## src/rtl/sprx_pkg.sv

```systemverilog
package sprx_pkg;
    typedef enum logic [2:0] {
        ST_IDLE,
        ST_WAIT_ACT,
        ST_SYNC,
        ST_LOCKED,
        ST_RECV
    } sprx_state_e;

    localparam int NUM_FLAGS = 9;
    localparam int FL_DATA   = 0;
    localparam int FL_CS     = 1;
    localparam int W1C_LO    = 2;
    localparam int W1C_HI    = 5;
    localparam int ERR_LO    = 6;
    localparam int ERR_HI    = 8;
    localparam int MASK_W    = 7;
    localparam int MASK_GRP  = 6;
    localparam int EN_W      = 2;
    localparam int CTRL_WFA  = 14;

    localparam int OFS_CTRL = 'h00;
    localparam int OFS_MASK = 'h04;
    localparam int OFS_STAT = 'h08;
    localparam int OFS_CLR  = 'h0C;
    localparam int OFS_DATA = 'h10;
    localparam int OFS_CS   = 'h14;
    localparam int OFS_THR  = 'h18;
endpackage

```

## src/rtl/sprx_fsm.sv

```systemverilog
module sprx_fsm
    import sprx_pkg::*;
(
    input  logic                clk,
    input  logic                rst_n,
    input  logic [EN_W-1:0]     en_field,
    input  logic                wait_act,
    input  logic                ev_activity,
    input  logic                ev_sync_done,
    output logic                accept_ev,
    output logic                accept_data,
    output logic                sync_go,
    output logic                rx_go
);
    sprx_state_e st, nxt;

    always_comb begin
        nxt = st;
        unique case (st)
            ST_IDLE:     if (en_field != '0) nxt = wait_act ? ST_WAIT_ACT : ST_SYNC;
            ST_WAIT_ACT: if (ev_activity) nxt = ST_SYNC;
            ST_SYNC:     if (ev_sync_done) nxt = ST_LOCKED;
            ST_LOCKED:   if (en_field == 2'b11) nxt = ST_RECV;
            ST_RECV:     if (en_field != 2'b11) nxt = ST_LOCKED;
            default:     nxt = ST_IDLE;
        endcase
        if (en_field == '0) nxt = ST_IDLE;
    end

    always_ff @(posedge clk or negedge rst_n) begin
        if (!rst_n) st <= ST_IDLE;
        else        st <= nxt;
    end

    always_comb begin
        sync_go     = (st == ST_SYNC);
        rx_go       = (st == ST_RECV);
        accept_ev   = (st == ST_SYNC) || (st == ST_LOCKED) || (st == ST_RECV);
        accept_data = (st == ST_RECV);
    end

    p_idle_off_r8: assert property (@(posedge clk) disable iff (!rst_n)
        (en_field == '0) |=> (st == ST_IDLE));
    p_recv_full_r2: assert property (@(posedge clk) disable iff (!rst_n)
        (en_field != 2'b11) |=> (st != ST_RECV));
    p_wait_hold_r3: assert property (@(posedge clk) disable iff (!rst_n)
        (st == ST_WAIT_ACT && !ev_activity && en_field != '0) |=> (st == ST_WAIT_ACT));
endmodule

```

## src/rtl/sprx_flags.sv

```systemverilog
module sprx_flags
    import sprx_pkg::*;
(
    input  logic                       clk,
    input  logic                       rst_n,
    input  logic                       accept_ev,
    input  logic                       accept_data,
    input  logic [NUM_FLAGS-1:W1C_LO]  evt,
    input  logic                       data_vld,
    input  logic                       cs_vld,
    input  logic                       rd_data,
    input  logic                       rd_cs,
    input  logic                       clr_wr,
    input  logic [W1C_HI:W1C_LO]       clr_val,
    input  logic                       en_off,
    output logic [NUM_FLAGS-1:0]       flags
);
    logic [NUM_FLAGS-1:0] set_v, clr_v;

    assign set_v[FL_DATA] = data_vld & accept_data;
    assign clr_v[FL_DATA] = rd_data;
    assign set_v[FL_CS]   = cs_vld & accept_data;
    assign clr_v[FL_CS]   = rd_cs;

    for (genvar i = W1C_LO; i < NUM_FLAGS; i++) begin : g_evt
        assign set_v[i] = evt[i] & accept_ev;
        if (i <= W1C_HI) begin : g_w1c
            assign clr_v[i] = clr_wr & clr_val[i];
            p_w1c_r5: assert property (@(posedge clk) disable iff (!rst_n)
                (clr_wr && clr_val[i] && !evt[i]) |=> !flags[i]);
        end else begin : g_err
            assign clr_v[i] = en_off;
        end
    end

    always_ff @(posedge clk or negedge rst_n) begin
        if (!rst_n) flags <= '0;
        else        flags <= (flags & ~clr_v) | set_v;
    end

    p_rdy_hold_r6: assert property (@(posedge clk) disable iff (!rst_n)
        (flags[FL_DATA] && !rd_data) |=> flags[FL_DATA]);
    p_err_off_r8: assert property (@(posedge clk) disable iff (!rst_n)
        (en_off && !accept_ev) |=> (flags[ERR_HI:ERR_LO] == '0));
endmodule

```

## src/rtl/sprx_irq.sv

```systemverilog
module sprx_irq
    import sprx_pkg::*;
(
    input  logic [NUM_FLAGS-1:0] flags,
    input  logic [MASK_W-1:0]    mask,
    output logic                 irq
);
    logic [MASK_GRP-1:0] hit;

    for (genvar i = 0; i < MASK_GRP; i++) begin : g_hit
        assign hit[i] = flags[i] & mask[i];
    end

    assign irq = (|hit) | (mask[MASK_GRP] & (|flags[ERR_HI:ERR_LO]));
endmodule

```

## src/rtl/sprx_regs.sv

```systemverilog
module sprx_regs
    import sprx_pkg::*;
#(
    parameter int ADDR_W = 5,
    parameter int DATA_W = 32
) (
    input  logic              clk,
    input  logic              rst_n,
    input  logic [ADDR_W-1:0] bus_addr,
    input  logic              bus_wr,
    input  logic              bus_rd,
    input  logic [DATA_W-1:0] bus_wdata,
    output logic [DATA_W-1:0] bus_rdata,
    input  logic              ev_sync_done,
    input  logic              ev_sync_blk,
    input  logic              ev_parity,
    input  logic              ev_overrun,
    input  logic              ev_frame_err,
    input  logic              ev_sync_err,
    input  logic              ev_timeout,
    input  logic              ev_activity,
    input  logic [DATA_W-1:0] dec_word,
    input  logic              dec_word_vld,
    input  logic [DATA_W-1:0] dec_cs_word,
    input  logic              dec_cs_vld,
    input  logic [DATA_W-1:0] dec_thresh,
    output logic              dec_sync_go,
    output logic              dec_rx_go,
    output logic              irq
);
    localparam logic [ADDR_W-1:0] A_CTRL = ADDR_W'(OFS_CTRL);
    localparam logic [ADDR_W-1:0] A_MASK = ADDR_W'(OFS_MASK);
    localparam logic [ADDR_W-1:0] A_STAT = ADDR_W'(OFS_STAT);
    localparam logic [ADDR_W-1:0] A_CLR  = ADDR_W'(OFS_CLR);
    localparam logic [ADDR_W-1:0] A_DATA = ADDR_W'(OFS_DATA);
    localparam logic [ADDR_W-1:0] A_CS   = ADDR_W'(OFS_CS);
    localparam logic [ADDR_W-1:0] A_THR  = ADDR_W'(OFS_THR);

    logic [EN_W-1:0]      ctrl_en;
    logic                 ctrl_wfa;
    logic [MASK_W-1:0]    mask_q;
    logic [DATA_W-1:0]    data_q, cs_q;
    logic [NUM_FLAGS-1:0] flags;
    logic                 accept_ev, accept_data;
    logic [NUM_FLAGS-1:W1C_LO] evt;

    assign evt = {ev_timeout, ev_sync_err, ev_frame_err, ev_sync_done,
                  ev_sync_blk, ev_overrun, ev_parity};

    always_ff @(posedge clk or negedge rst_n) begin
        if (!rst_n) begin
            ctrl_en  <= '0;
            ctrl_wfa <= 1'b0;
            mask_q   <= '0;
            data_q   <= '0;
            cs_q     <= '0;
        end else begin
            if (bus_wr && bus_addr == A_CTRL) begin
                ctrl_en  <= bus_wdata[EN_W-1:0];
                ctrl_wfa <= bus_wdata[CTRL_WFA];
            end
            if (bus_wr && bus_addr == A_MASK) mask_q <= bus_wdata[MASK_W-1:0];
            if (dec_word_vld && accept_data) data_q <= dec_word;
            if (dec_cs_vld && accept_data)   cs_q   <= dec_cs_word;
        end
    end

    always_comb begin
        bus_rdata = '0;
        case (bus_addr)
            A_CTRL: begin
                bus_rdata[EN_W-1:0] = ctrl_en;
                bus_rdata[CTRL_WFA] = ctrl_wfa;
            end
            A_MASK: bus_rdata[MASK_W-1:0]    = mask_q;
            A_STAT: bus_rdata[NUM_FLAGS-1:0] = flags;
            A_DATA: bus_rdata = data_q;
            A_CS:   bus_rdata = cs_q;
            A_THR:  bus_rdata = dec_thresh;
            default: bus_rdata = '0;
        endcase
    end

    sprx_fsm u_fsm (
        .clk(clk), .rst_n(rst_n),
        .en_field(ctrl_en), .wait_act(ctrl_wfa),
        .ev_activity(ev_activity), .ev_sync_done(ev_sync_done),
        .accept_ev(accept_ev), .accept_data(accept_data),
        .sync_go(dec_sync_go), .rx_go(dec_rx_go)
    );

    sprx_flags u_flags (
        .clk(clk), .rst_n(rst_n),
        .accept_ev(accept_ev), .accept_data(accept_data),
        .evt(evt),
        .data_vld(dec_word_vld), .cs_vld(dec_cs_vld),
        .rd_data(bus_rd && bus_addr == A_DATA),
        .rd_cs(bus_rd && bus_addr == A_CS),
        .clr_wr(bus_wr && bus_addr == A_CLR),
        .clr_val(bus_wdata[W1C_HI:W1C_LO]),
        .en_off(ctrl_en == '0),
        .flags(flags)
    );

    sprx_irq u_irq (.flags(flags), .mask(mask_q), .irq(irq));

    p_irq_mask_r9: assert property (@(posedge clk) disable iff (!rst_n)
        irq |-> (mask_q != '0));
    p_rx_needs_sync_r2: assert property (@(posedge clk) disable iff (!rst_n)
        $rose(dec_rx_go) |-> flags[W1C_HI]);
endmodule

```

## config.mk

```make
export PLATFORM = sky130hd
export DESIGN_NAME = sprx_regs
export DESIGN_NICKNAME = d
export VERILOG_FILES = /design/src/rtl/sprx_pkg.sv /design/src/rtl/sprx_fsm.sv /design/src/rtl/sprx_flags.sv /design/src/rtl/sprx_irq.sv /design/src/rtl/sprx_regs.sv
export SDC_FILE = /design/constraint.sdc
export NUM_CORES = 1
export LEC_CHECK = 0
export ABC_AREA = 1
export BUFFER_PORTS_ARGS = -buffer_cell sky130_fd_sc_hd__buf_2
export CORE_ASPECT_RATIO = 0.8
export CORE_UTILIZATION = 49
export DETAILED_ROUTE_END_ITERATION = 10
export PLACE_DENSITY = 0.81
export SYNTH_ARGS = -nofsm -noshare
export SYNTH_HDL_FRONTEND = slang
export SYNTH_SLANG_ARGS = --single-unit
```

## constraint.sdc

```tcl
create_clock -name clk -period 1.7 [get_ports clk]
set_clock_uncertainty 0.05 [all_clocks]
set_input_delay 0.255 -clock clk [delete_from_list [all_inputs] [get_ports clk]]
set_output_delay 0.255 -clock clk [all_outputs]
set_load 0.01 [all_outputs]
```

== After elaboration in Yosys (flattened, before gate mapping) ==
Index checks and enable logic that the tools add are counted.

* Bits in latches: 0
* Bits in read-only memories: 0
* Bits in registers: 86
* Memories kept: 0
* RAM bits: 0

* Shift-type cells: 0
* Reductions and logical operators: 16
* Equal/unequal tests: 17
* $lt $le $gt $ge: 0
* Mux-type cells: 14
* Div/mod/pow operators: 0
* Add/sub/neg operators: 0
* Bitwise gates (word level): 24
* Multiply operators: 0

{| class="wikitable"
|+ Operators with widths
! operator !! number
|-
| 17-bit one-hot mux with 3 select lines || 1
|-
| 5-bit one-hot mux with 5 select lines || 1
|-
| 1-bit AND || 20
|-
| 3-bit 2-to-1 mux || 6
|-
| 5-bit equality test, second input constant || 3
|-
| 3-bit one-hot mux with 5 select lines || 1
|-
| 5-bit one-hot mux with 3 select lines || 1
|-
| 2-bit one-hot mux with 6 select lines || 1
|-
| 5-bit by 4-bit equality test with 1-bit output, second input constant || 2
|-
| 9-bit AND || 1
|-
| 3-bit by 1-bit inequality test with 1-bit output, second input constant || 3
|-
| 9-bit inverter || 1
|-
| 9-bit OR || 1
|-
| 2-bit one-hot mux with 4 select lines || 1
|-
| 1-bit logical AND || 7
|-
| 3-bit by 2-bit equality test with 1-bit output, second input constant || 2
|-
| 3-bit by 2-bit inequality test with 1-bit output, second input constant || 2
|-
| 6-bit OR reduction || 1
|-
| 5-bit by 3-bit equality test with 1-bit output, second input constant || 1
|-
| 5-bit zero test || 1
|-
| 5-bit AND reduction || 1
|-
| 1-bit one-hot mux with 4 select lines || 1
|-
| 3-bit by 1-bit equality test with 1-bit output, second input constant || 1
|-
| 3-bit equality test, second input constant || 1
|-
| 9 further kinds || 10
|}

== Longest topological paths before layout ==
* Depth in word-level cells: 6
* Depth in mapped cells: 9
* Depth with buffers taken out: 9

== Hierarchy ==
Synthesis repeated with hierarchy kept, for this count alone.

* Cells, all modules: 511
* Area total of the unflattened synthesis: 4554.4 um^2

{| class="wikitable"
|+ Modules (own cells, without submodules)
! module !! seq. area each (um^2) !! cells an instance !! times used !! area an instance (um^2)
|-
| sprx_regs || 1851.8 || 403 || 1 || 3837.4
|-
| sprx_flags || 225.2 || 40 || 1 || 347.8
|-
| sprx_fsm || 75.1 || 52 || 1 || 307.8
|-
| sprx_irq || 0.0 || 16 || 1 || 61.3
|}

== Worst setup path after synthesis ==
No wires, ideal clock.

* Path kind: in2out
* Start: input port bus_addr[1]
* End: output port bus_rdata[22]
* Path slack: 317 ps
* Path buffers: 2
* Cell stages on the path: 5
* Arrival time: 1078 ps
* Cells stage by stage: nor2_4 nand3_1 buf_2 buf_6 o221ai_2

* Cells in the longest elaborated chain, start to end: 2
* Elaborated cells between the ends (all ways): 4
* Those cells by class: eq/ne: 3; mux: 1

{| class="wikitable"
|+ RTL lines
! what !! line !! source
|-
| start: declaration || sprx_regs.sv:9 || <nowiki>input logic [ADDR_W-1:0] bus_addr,</nowiki>
|-
| 5-bit equality test || sprx_regs.sv:70 || <nowiki>case (bus_addr)</nowiki>
|-
| 17-bit one-hot mux with 3 select lines * || sprx_regs.sv:70 ||
|-
| end: declaration || sprx_regs.sv:13 || <nowiki>output logic [DATA_W-1:0] bus_rdata,</nowiki>
|}

Mark *: on every way between the ends. The rest lies on a longest branch, timed or not.

== Worst setup path after layout ==
* Start: input port bus_addr[1]
* End: output port bus_rdata[18]

The elaborated chain is that of the path after synthesis.

==> flow_summary.json <==
{
  "netlist_instances": 566,
  "grt_pass1_wl_mm": 19.31,
  "dieArea_sq_um": 9483,
  "vias": 4409,
  "period_needed_ps": 1702,
  "die_w_um": 108.6,
  "drc_errors": 0,
  "diodes": 0,
  "max_freq_ghz": 0.5877,
  "area_delta_synth_final_pct": 35.12,
  "slew_headroom_pct": 69.57,
  "multi_input_area_sq_um": 1898,
  "ys_ff_latch": 86,
  "start_kind": "primary input",
  "worst_pin_slew_ps": 456.5,
  "post_drt_wl_per_cell_um": 14.40,
  "setup_ws_ps": -1.602,
  "std_cell_rows": 30,
  "maxCapViolations": 0,
  "start_util_pct": 51.62,
  "cts_buffers": 9,
  "vdd_drop_max_mv": 0.5808,
  "synth_edf_count": 0,
  "post-synth-top-count-cell": "nand2_1",
  "pwr-share-seq_pct": 46.2,
  "synth_top_area_share_pct": 48.29,
  "cp.arrival_ps": 1400,
  "grt_max_degree": 87,
  "report.final.slew_viol_count": 0,
  "rsz0062_at_grt": "true",
  "hold_viol_final": 0,
  "ys_seq_area_share_pct": 48.29,
  "cts-root-buf": "clkbuf_16",
  "port-buffer-count": 157,
  "clock_path_buffers": 2,
  "drt-total-wl_mm": 12.32,
  "clk_pin_slew_ps": 70,
  "p_clk_share_pct": 28.6,
  "violations": "negative setup slack",
  "crit_path_end_kind": "output port",
  "grt_pass1_vias": 4204,
  "die_y_um": 87.30,
  "drive_gt1_share_pct": 33.24,
  "place_hpwl_mm": 8.707,
  "ant_nets": 0,
  "firstDrtPassIters": 5,
  "p_per_area_nw_per_um2": 1047,
  "switching_share_pct": 32.74,
  "clock-sinks": 86,
  "cts-htree-levels": 3,
  "gr-total-overflow": 0,
  "initialDrtViolationCount": 307,
  "ys_warn_count": 0,
  "synth.net_count": 713,
  "syn_area_sq_um": 4457,
  "synth_common_cells": "nand2_1, inv_1, dfrtp_1",
  "core_area_sq_um": 8633,
  "via_per_inst": 5.157,
  "syn_area_per_cell_sq_um": 7.874,
  "crit_fanout": 8,
  "path_class": "in2out",
  "gp_congestion": 0.8969,
  "hold_path.class": "in2reg",
  "synth.area.top_cells": "dfrtp_1, nand2_1, o21ai_0",
  "nets": 885,
  "p_leak_nw": 3.138,
  "fillers": 670,
  "status": "finished, violations left",
  "grtUsageTotal_pct": 26.16,
  "finalSetupViolCount": 1,
  "ios": 182,
  "regArea_sq_um": 2153,
  "switchingPower_mw": 2.064,
  "synth.distinct_cells": 27,
  "cellInternalPower_mw": 4.239,
  "critPathRequiredTime_ps": 1390,
  "finish.utilization_pct": 69.75,
  "synth_ff_type": "dfrtp_1",
  "yosys.area.top_type": "dfrtp_1",
  "antenna_found_initial": 0,
  "cts_tree": "yes",
  "hold_ws_ps": 74.78,
  "fin_crit_sh_pct": 100.1,
  "comb_power_share_pct": 25.3,
  "clock_latency_ps": 330,
  "async_flop_share_pct": 100.0
}
==> layer usage <==
layer  up-vias  wire (um)  GRT usage [%]
li1       2152          -              -
met1      2086       5636          35.76
met2       153       5827          43.61
met3        18        669          3.515
met4         0        183          7.494
met5         -          0              0
==> power groups by stage <==
stage | logic (mW) | clock network (mW) | registers (mW)
after floorplan | 0.948 | 0 | 2.86
after global placement | 1.42 | 0 | 2.90
after detailed placement | 1.48 | 0 | 2.93
after CTS | 1.51 | 1.82 | 2.91
after global routing | 1.82 | 1.92 | 2.97
final | 1.59 | 1.80 | 2.91
==> worst max-delay path, stage by stage <==
cell	delay, ps
buf_6	90
nor2_4	250
nand3_4	150
buf_12	180
buf_12	140
o221ai_2	150
buf_2	160
==> through the flow <==
stage | cells | instance area (sq um) | total power [mW] | TNS, ps | worst slack, ps
2_1_floorplan | 566 | 4457 | 3.812 | 0 | 316.5
3_3_place_gp | 827 | 5429 | 4.322 | -76.42 | -58.46
3_5_place_dp | 827 | 5429 | 4.414 | -165.8 | -62.63
4_1_cts | 845 | 5737 | 6.242 | 0 | 6.533
5_1_grt | 855 | 6022 | 6.714 | -520.1 | -57.34
6_report | 855 | 6022 | 6.302 | -1.602 | -1.602
==> cell usage in the layout, fill, tap and decap left out, types with 4 or more instances in the layout <==
cell type	netlist	final
nand4_1	5	5
o221ai_2	10	19
nor3_1	5	5
buf_6	4	6
o21ai_1	11	14
nor2_1	31	29
buf_12	0	10
clkbuf_16	0	10
dfrtp_1	86	85
o21ai_0	82	79
buf_2	8	154
nor2_4	5	7
nand3_4	1	5
inv_2	6	4
nand2_1	166	164
buf_4	8	12
inv_1	95	93
nand3_1	8	7
==> kinds of logic (layout without fill, tap and decap cells) <==
kind of cell	count (synthesis)	after routing	synth area share (%)
and+or+nand+nor	232	232	22.29
DFF	86	86	48.29
AOI/OAI and AO/OA	124	124	17.41
buffers and inverters	124	301	12.02
==> path summary, 6_finish.rpt <==
check                                      to    startpoint  slack [ps]  depth (start not counted)
worst max-delay path            bus_rdata[18]   bus_addr[1]          -2                          7
worst min-delay path               data_q[28]  dec_word[28]          70                          3
worst max register to register      data_q[3]   u_fsm.st[0]         110                          7
worst min register to register      data_q[7]     data_q[7]         460                          2
max in group asynchronous           mask_q[0]         rst_n         780                          3
min in group asynchronous            cs_q[26]         rst_n         460                          3
==> sequential cells by signal, indices dropped and copies added, names as in the netlist <==
register       cells
cs_q              32
u_fsm.st           3
ctrl_en            2
u_flags.flags      9
data_q            32
ctrl_wfa           1
mask_q             7
==> final cells by class <==
| class | instances | area share (%) |
|---|---|---|
| flip-flops and latches | 86 | 35.76 |
| multi-input cells | 356 | 31.52 |
| repair buffers | 184 | 19.32 |
| inverters | 101 | 6.503 |
| clock buffers | 10 | 3.802 |
| well taps | 112 | 2.327 |
| clock inverters | 6 | 0.7688 |
==> what timing repair did <==
action	4_1_cts	5_1_grt
endpoints found under the setup margin	16	30
buffers inserted	1	8
cloned	0	2
hold buffers	1	0
endpoints found under the hold margin	86	0
pin swaps	2	7
gates resized for setup	4	38
Power figures use the tool's default switching activity.
